<file path="src/rtl/alu_flag_pkg.sv">
package alu_flag_pkg;
  typedef enum logic [1:0] {
    OP_ADD   = 2'b00,
    OP_SUB   = 2'b01,
    OP_LOGIC = 2'b10,
    OP_NONE  = 2'b11
  } op_kind_e;

  // lsb first: carry, parity, aux, zero, sign, overflow
  typedef struct packed {
    logic ovf;
    logic sgn;
    logic zro;
    logic aux;
    logic par;
    logic cry;
  } status_t;

  localparam int STATUS_W = $bits(status_t);
  localparam int CTRL_W   = 3;
endpackage

</file>
<file path="src/rtl/alu_status_calc.sv">
module alu_status_calc
  import alu_flag_pkg::*;
#(
  parameter int DATA_W   = 16,
  parameter int NARROW_W = 8,
  parameter int PAR_W    = 8,
  parameter int NIB_W    = 4
) (
  input  logic [DATA_W-1:0] a,
  input  logic [DATA_W-1:0] b,
  input  logic [DATA_W-1:0] res,
  input  logic              cout,
  input  op_kind_e          op,
  input  logic              wide,
  input  status_t           cur,
  output status_t           nxt
);
  localparam int MSB_W = DATA_W - 1;
  localparam int MSB_N = NARROW_W - 1;

  logic a_msb, b_msb, r_msb, zero_v, half_c;
  logic [DATA_W-1:0] xsum;

  always_comb begin
    a_msb  = wide ? a[MSB_W]   : a[MSB_N];
    b_msb  = wide ? b[MSB_W]   : b[MSB_N];
    r_msb  = wide ? res[MSB_W] : res[MSB_N];
    zero_v = wide ? (res == '0) : (res[MSB_N:0] == '0);
    xsum   = a ^ b ^ res;
    half_c = xsum[NIB_W];
  end

  always_comb begin
    nxt     = cur;
    nxt.par = ~^res[PAR_W-1:0];
    nxt.zro = zero_v;
    nxt.sgn = r_msb;
    unique case (op)
      OP_ADD: begin
        nxt.cry = cout;
        nxt.aux = half_c;
        nxt.ovf = (a_msb == b_msb) && (r_msb != a_msb);
      end
      OP_SUB: begin
        nxt.cry = cout;
        nxt.aux = half_c;
        nxt.ovf = (a_msb != b_msb) && (r_msb != a_msb);
      end
      OP_LOGIC: begin
        nxt.cry = 1'b0;
        nxt.ovf = 1'b0;
      end
      default: nxt = cur;
    endcase
  end
endmodule

</file>
<file path="src/rtl/ctrl_flag_bank.sv">
module ctrl_flag_bank #(
  parameter int N = 3
) (
  input  logic         clk,
  input  logic         rst_n,
  input  logic [N-1:0] set_i,
  input  logic [N-1:0] clr_i,
  output logic [N-1:0] q
);
  for (genvar i = 0; i < N; i++) begin : g_bit
    always_ff @(posedge clk) begin
      if (!rst_n)        q[i] <= 1'b0;
      else if (set_i[i]) q[i] <= 1'b1;
      else if (clr_i[i]) q[i] <= 1'b0;
    end


    set_wins_chk: assert property (@(posedge clk) disable iff (!rst_n)
      set_i[i] |=> q[i]);

    clr_takes_chk: assert property (@(posedge clk) disable iff (!rst_n)
      (clr_i[i] && !set_i[i]) |=> !q[i]);
  end
endmodule

</file>
<file path="src/rtl/alu_flag_reg.sv">
module alu_flag_reg
  import alu_flag_pkg::*;
#(
  parameter int DATA_W   = 16,
  parameter int NARROW_W = 8,
  parameter int NIB_W    = 4
) (
  input  logic              clk,
  input  logic              rst_n,
  input  logic              upd_valid,
  output logic              upd_ready,
  input  logic [DATA_W-1:0] opnd_a,
  input  logic [DATA_W-1:0] opnd_b,
  input  logic [DATA_W-1:0] alu_res,
  input  logic              alu_cout,
  input  logic [1:0]        op_kind,
  input  logic              width_wide,
  input  logic [2:0]        ctl_set,
  input  logic [2:0]        ctl_clr,
  input  logic              irq_req,
  input  logic              nmi_req,
  output logic [8:0]        flags_o,
  output logic              irq_accept,
  output logic              nmi_accept
);
  localparam int IE_BIT = 1;

  status_t            st_q, st_d;
  logic [CTRL_W-1:0]  ctl_q;
  op_kind_e           op_e;

  assign upd_ready = 1'b1;
  assign op_e      = op_kind_e'(op_kind);

  alu_status_calc #(
    .DATA_W(DATA_W), .NARROW_W(NARROW_W), .PAR_W(NARROW_W), .NIB_W(NIB_W)
  ) u_calc (
    .a(opnd_a), .b(opnd_b), .res(alu_res), .cout(alu_cout),
    .op(op_e), .wide(width_wide), .cur(st_q), .nxt(st_d)
  );

  always_ff @(posedge clk) begin
    if (!rst_n)                      st_q <= '0;
    else if (upd_valid && upd_ready) st_q <= st_d;
  end

  ctrl_flag_bank #(.N(CTRL_W)) u_ctl (
    .clk(clk), .rst_n(rst_n), .set_i(ctl_set), .clr_i(ctl_clr), .q(ctl_q)
  );

  assign flags_o    = {ctl_q, st_q};
  assign irq_accept = irq_req & ctl_q[IE_BIT];
  assign nmi_accept = nmi_req;


  logic_clears_chk: assert property (@(posedge clk) disable iff (!rst_n)
    (upd_valid && op_kind == 2'b10) |=> (!flags_o[0] && !flags_o[5]));

  logic_keeps_aux_chk: assert property (@(posedge clk) disable iff (!rst_n)
    (upd_valid && op_kind == 2'b10) |=> $stable(flags_o[2]));

  idle_hold_chk: assert property (@(posedge clk) disable iff (!rst_n)
    (!upd_valid || op_kind == 2'b11) |=> $stable(flags_o[5:0]));

  ctl_untouched_chk: assert property (@(posedge clk) disable iff (!rst_n)
    (ctl_set == 3'b000 && ctl_clr == 3'b000) |=> $stable(flags_o[8:6]));

  irq_gate_chk: assert property (@(posedge clk) disable iff (!rst_n)
    (ctl_clr[IE_BIT] && !ctl_set[IE_BIT]) |=> !irq_accept);

  carry_follow_chk: assert property (@(posedge clk) disable iff (!rst_n)
    (upd_valid && op_kind[1] == 1'b0) |=> (flags_o[0] == $past(alu_cout)));
endmodule

</file>
<file path="config.mk">
export PLATFORM = sky130hd
export DESIGN_NAME = alu_flag_reg
export DESIGN_NICKNAME = d
export VERILOG_FILES = /design/src/rtl/alu_flag_pkg.sv /design/src/rtl/alu_status_calc.sv /design/src/rtl/ctrl_flag_bank.sv /design/src/rtl/alu_flag_reg.sv
export SDC_FILE = /design/constraint.sdc
export NUM_CORES = 1
export LEC_CHECK = 0
export ABC_AREA = 1
export CAP_MARGIN = 0
export CORE_AREA = 4 4 41 43
export DETAILED_ROUTE_END_ITERATION = 7
export DIE_AREA = 0 0 45 47
export DONT_BUFFER_PORTS = 1
export PLACE_DENSITY = 0.65
export SLEW_MARGIN = 20
export SYNTH_ARGS = -nofsm -noshare
export SYNTH_HDL_FRONTEND = slang
export SYNTH_SLANG_ARGS = --single-unit
</file>
<file path="constraint.sdc">
create_clock -name clk -period 1.2 [get_ports clk]
set_clock_uncertainty 0.1 [all_clocks]
set_input_delay 0.24 -clock clk [delete_from_list [all_inputs] [get_ports clk]]
set_output_delay 0.24 -clock clk [all_outputs]
set_load 0.005 [all_outputs]
</file>
; After elaboration in Yosys (flattened, before gate mapping)
; Index checks and enable logic that the tools add are counted.
[classes]
mux = 12
bitwise = 3
eq_ne = 5
reduce_logical = 17
[op_table]
columns = operator, n
row1 = 16-bit logical NOT, 1
row2 = 1-bit two-way mux, 10
row3 = 5-bit bitwise XOR, 2
row4 = 8-bit logical NOT, 1
row5 = 2-bit AND reduction, 4
row6 = 2-bit nonzero test, 4
row7 = 8-bit XNOR reduction, 1
row8 = 1-bit case mux with 3 select lines, 1
row9 = 3-bit nonzero test, 1
row10 = 3-bit OR reduction, 1
row11 = 2-bit by 1-bit == test with 1-bit output (second input constant), 1
row12 = 2-bit == test (second input constant), 1
row13 = 1-bit logical AND, 2
row14 = 2-bit logical NOT, 1
row15 = 1-bit inequality test, 2
row16 = 1-bit case mux with 2 select lines, 1
row17 = 2-bit OR reduction, 1
row18 = 1-bit bitwise AND, 1
row19 = 1-bit == test, 1
[word_totals]
elab_cells = 46
regBits = 9

; Longest topological paths before layout
[depth]
word_depth = 4
ltp_mapped = 8
mapped_depth_nobuf = 8

; By module
; From an unflattened synthesis, not the netlist that was laid out.
[hier_totals]
hier_cells = 124
area_unflattened_um2 = 721.9
[modules_own_cells]
columns = module, n_inst, area_per_inst_um2, cells_per_inst
row1 = alu_status_calc, 1, 326.6, 66
row2 = alu_flag_reg, 1, 282.8, 42
row3 = ctrl_flag_bank, 1, 112.6, 16

; Worst setup path before layout
; No wires, ideal clock.
[synth_timing]
path_kind = input port to flip-flop
startpoint = in alu_res[4]
endpoint = reg st_q, in the netlist flags_o[1]
setup_slack_ns = -0.005
arrival_time_ns = 0.990
path_stages = 6
cell_sequence = inv_1 > ha_1 > xnor2_1 > xnor2_1 > o21ai_0 > inv_1
[synth_via]
elab_chain_cells = 1
[synth_lines]
columns = item, line_no
row1 = "start, declared", alu_flag_reg.sv:14  ; input logic [DATA_W-1:0] alu_res,
row2 = 8-bit XNOR reduction, alu_status_calc.sv:35  ; nxt.par = ~^res[PAR_W-1:0];
row3 = "end signal, assigned", alu_flag_reg.sv:44  ; else if (upd_valid && upd_ready) st_q <= st_d;
row4 = "end, declared", alu_flag_reg.sv:28  ; status_t st_q, st_d;
; Every way passes these cells.
; A chain may end at the register's enable or synchronous reset.

; Worst setup path in the final report
[layout_timing]
startpoint = reg u_ctl.q[1]
endpoint = out irq_accept
[layout_via]
elab_chain_cells = 1
[layout_lines]
columns = item, line_no
row1 = "start, declared", ctrl_flag_bank.sv:8  ; output logic [N-1:0] q
row2 = "start signal, assigned by index", ctrl_flag_bank.sv:12  ; if (!rst_n) q[i] <= 1'b0;
row3 = "start signal, assigned by index", ctrl_flag_bank.sv:13  ; else if (set_i[i]) q[i] <= 1'b1;
row4 = "start signal, assigned by index", ctrl_flag_bank.sv:14  ; else if (clr_i[i]) q[i] <= 1'b0;
row5 = 1-bit bitwise AND, alu_flag_reg.sv:52  ; assign irq_accept = irq_req & ctl_q[IE_BIT];
row6 = "end, declared", alu_flag_reg.sv:23  ; output logic irq_accept,
; Every way passes these cells.

==> results.sh <==
export IMPL_drc=0
export IMPL_whs_ns=0.00751
export IMPL_max_clock_path_buffers=2
export IMPL_seq_area_sq_um=180
export IMPL_multiInputGateArea_sq_um=330
export IMPL_maxSlewViolCount=0
export IMPL_post_cts_repair_setup_buffers=0
export IMPL_htreeDepth=1
export IMPL_nNetsFinal=164
export IMPL_max_freq_mhz=931
export IMPL_finalHoldViolCount=0
export IMPL_maxCapViolations=0
export IMPL_cp_end_kind="output pin"
export IMPL_powerDensity_mw_per_mm2=1060
export IMPL_grt_busiest_layer="met2"
export IMPL_path_max_fanout=3
export IMPL_routed_wl_um=1200
export IMPL_placement_cell_area_sq_um=619
export IMPL_fp_coreArea_sq_mm=0.00130
export IMPL_first_pass_iters=2
export IMPL_ir_worst_vdd_mv=0.350
export IMPL_ys_types=18
export IMPL_grt_total_usage=0.124
export IMPL_layout_drive_gt1_share=0.125
export IMPL_diodes=0
export IMPL_cts_sinks=9
export IMPL_grt_pass1_wl_um=1910
export IMPL_cp_slowest_cell="dfxtp_1"
export IMPL_ys_seq_area_frac=0.296
export IMPL_clkTransAtPathRegs_ns=0.06
export IMPL_portBuffers=0
export IMPL_final_area_sq_um=656
export IMPL_ctsResizeCount=0
export IMPL_initial_utilization=0.467
export IMPL_cp_data_required_time_ns=0.86
export IMPL_io_pins=75
export IMPL_utilization=0.504
export IMPL_place_congestion=0.754
export IMPL_tns_ns=0
export IMPL_drt_iter0_drc=2
export IMPL_ff2ff_path_depth=4
export IMPL_hold_class="in2reg"
export IMPL_synth_most_common_cell="inv_1"
export IMPL_use_met1=0.119
export IMPL_syn_avg_cell_area_sq_um=6.61
export IMPL_tritoncts="done"
export IMPL_synthCells=92
export IMPL_cp_num_buf_inv=1
export IMPL_grt_start_max_net_pins=9
export IMPL_fin_cells=111
export IMPL_first_global_vias=511
export IMPL_grt_overflow_total=0
export IMPL_critPathTopFamily="flip-flops"
export IMPL_gr_usage_met3=0.0421
export IMPL_antenna_found_initial=0
export IMPL_crit_path_max_incr_delay_ns=0.36
export IMPL_place_hpwl_um=1030
export IMPL_synth_nets=159
export IMPL_fin_crit_sh=0.895
export IMPL_synth_edf_count=0
export IMPL_synth_commonest_cells="inv_1 (21), nand2_1 (16), nor2_1 (10)"
export IMPL_die_h_um=47
export IMPL_dieArea_sq_mm=0.00212
export IMPL_synth_largest_area_cell="dfxtp_1"
export IMPL_hold_depth=2
export IMPL_grt_util_met2=0.223
export IMPL_cp_num_cells=2
export IMPL_vias=539
export IMPL_postRouteAntennaNets=0
export IMPL_p_leak_nw=0.355
export IMPL_ys_async_sr_fraction=0
export IMPL_rsz0062_at_grt="no"
export IMPL_ys_top_cells_by_area="dfxtp_1 (30%), inv_1 (13%), nand2_1 (9.9%), ha_1 (8.2%), a21oi_1 (6.6%)"
export IMPL_crit_type="reg2out"
export IMPL_setup_violations=0
export IMPL_die_x_um=45
export IMPL_synth_cell_area_sq_um=608
export IMPL_insertion_delay_ns=0.25
export IMPL_area_delta_synth_final_pct=7.82
export IMPL_start_kind="flop"
export IMPL_rows=13
export IMPL_synth_flop_cell="dfxtp_1"
export IMPL_cp_cell_sequence="nand2_1 -> inv_1"
export IMPL_numCtsBuffers=3
export IMPL_viasPerCell=4.86
export IMPL_status="finished clean"
export IMPL_ys_warn_count=0
export IMPL_fillerInstances=149
export IMPL_min_period_ns=1.07
export IMPL_synth_seq_cells=9
export IMPL_wl_per_cell_um=10.8
export IMPL_placedCellCount=106
export IMPL_synth_top_area_share=0.296
export IMPL_arrival_ns=0.73
export IMPL_clockRootBuffer="clkbuf_4"
## kinds of logic after synthesis
group                    after synthesis  share of synthesized area
AND/OR/NAND/NOR                       36                      0.263
adder cells (fa/ha/maj)                4                     0.0823
other                                  1                    0.00617
XOR/XNOR                               5                     0.0720
AO/OA/AOI/OAI                         13                      0.119
flip-flops                             9                      0.296
buffers and inverters                 24                      0.160
## through the flow
| step | total power, W | setup slack [ns] |
|---|---|---|
| 2_1_floorplan | 0.000459 | 0.0207 |
| 3_3_place_gp | 0.000473 | -0.00156 |
| 3_5_place_dp | 0.000477 | -0.0187 |
| 4_1_cts | 0.000712 | 0.107 |
| 5_1_grt | 0.000747 | 0.0500 |
| 6_report | 0.000695 | 0.126 |
## state kept, by name, indices dropped and copies added (netlist names)
| register | count |
|---|---|
| flags_o | 6 |
| u_ctl.q | 3 |
## per-layer routing
layer	share of wire	wire (um)
met4	0.016	19
met1	0.35	421
met5	0	0
met3	0.13	157
met2	0.50	596
## power breakdown
| group | internal, W | total, W | switching (W) |
|---|---|---|---|
| registers | 0.000318 | 0.000333 | 0.0000142 |
| clock network | 0.000128 | 0.000224 | 0.0000968 |
| logic | 0.0000650 | 0.000138 | 0.0000729 |
| total | 0.000511 | 0.000695 | 0.000184 |
## cells in the final DEF (no fill, tap or decap), drive strengths merged, types with 2 or more instances in the layout
| cell type | count |
|---|---|
| nand4 | 2 |
| clkbuf | 4 |
| ha | 4 |
| dfxtp | 9 |
| nand2 | 20 |
| o21ai | 4 |
| a21oi | 9 |
| nand3 | 4 |
| inv | 22 |
| nor2 | 10 |
| xnor2 | 4 |
## layout make-up
| class | instances | share of cell area |
|---|---|---|
| flip-flops and latches | 9 | 0.275 |
| well taps | 15 | 0.0286 |
| multi-input cells | 59 | 0.504 |
| clock buffers | 4 | 0.0401 |
| repair buffers | 2 | 0.0267 |
| inverters | 22 | 0.126 |
## final timing paths
path	start	endpoint	slack [ns]
max	u_ctl.q[1]	irq_accept	0.13
min	ctl_set[1]	u_ctl.q[1]	0.008
max reg2reg	flags_o[1]	flags_o[1]	0.39
min reg2reg	flags_o[4]	flags_o[4]	0.36
## timing repair
| action | in CTS | in global routing |
|---|---|---|
| hold endpoints to repair | 1 | 0 |
| hold buffers | 1 | 0 |
| endpoints found under the setup margin | 0 | 0 |
(Power assumes the default switching activity.)
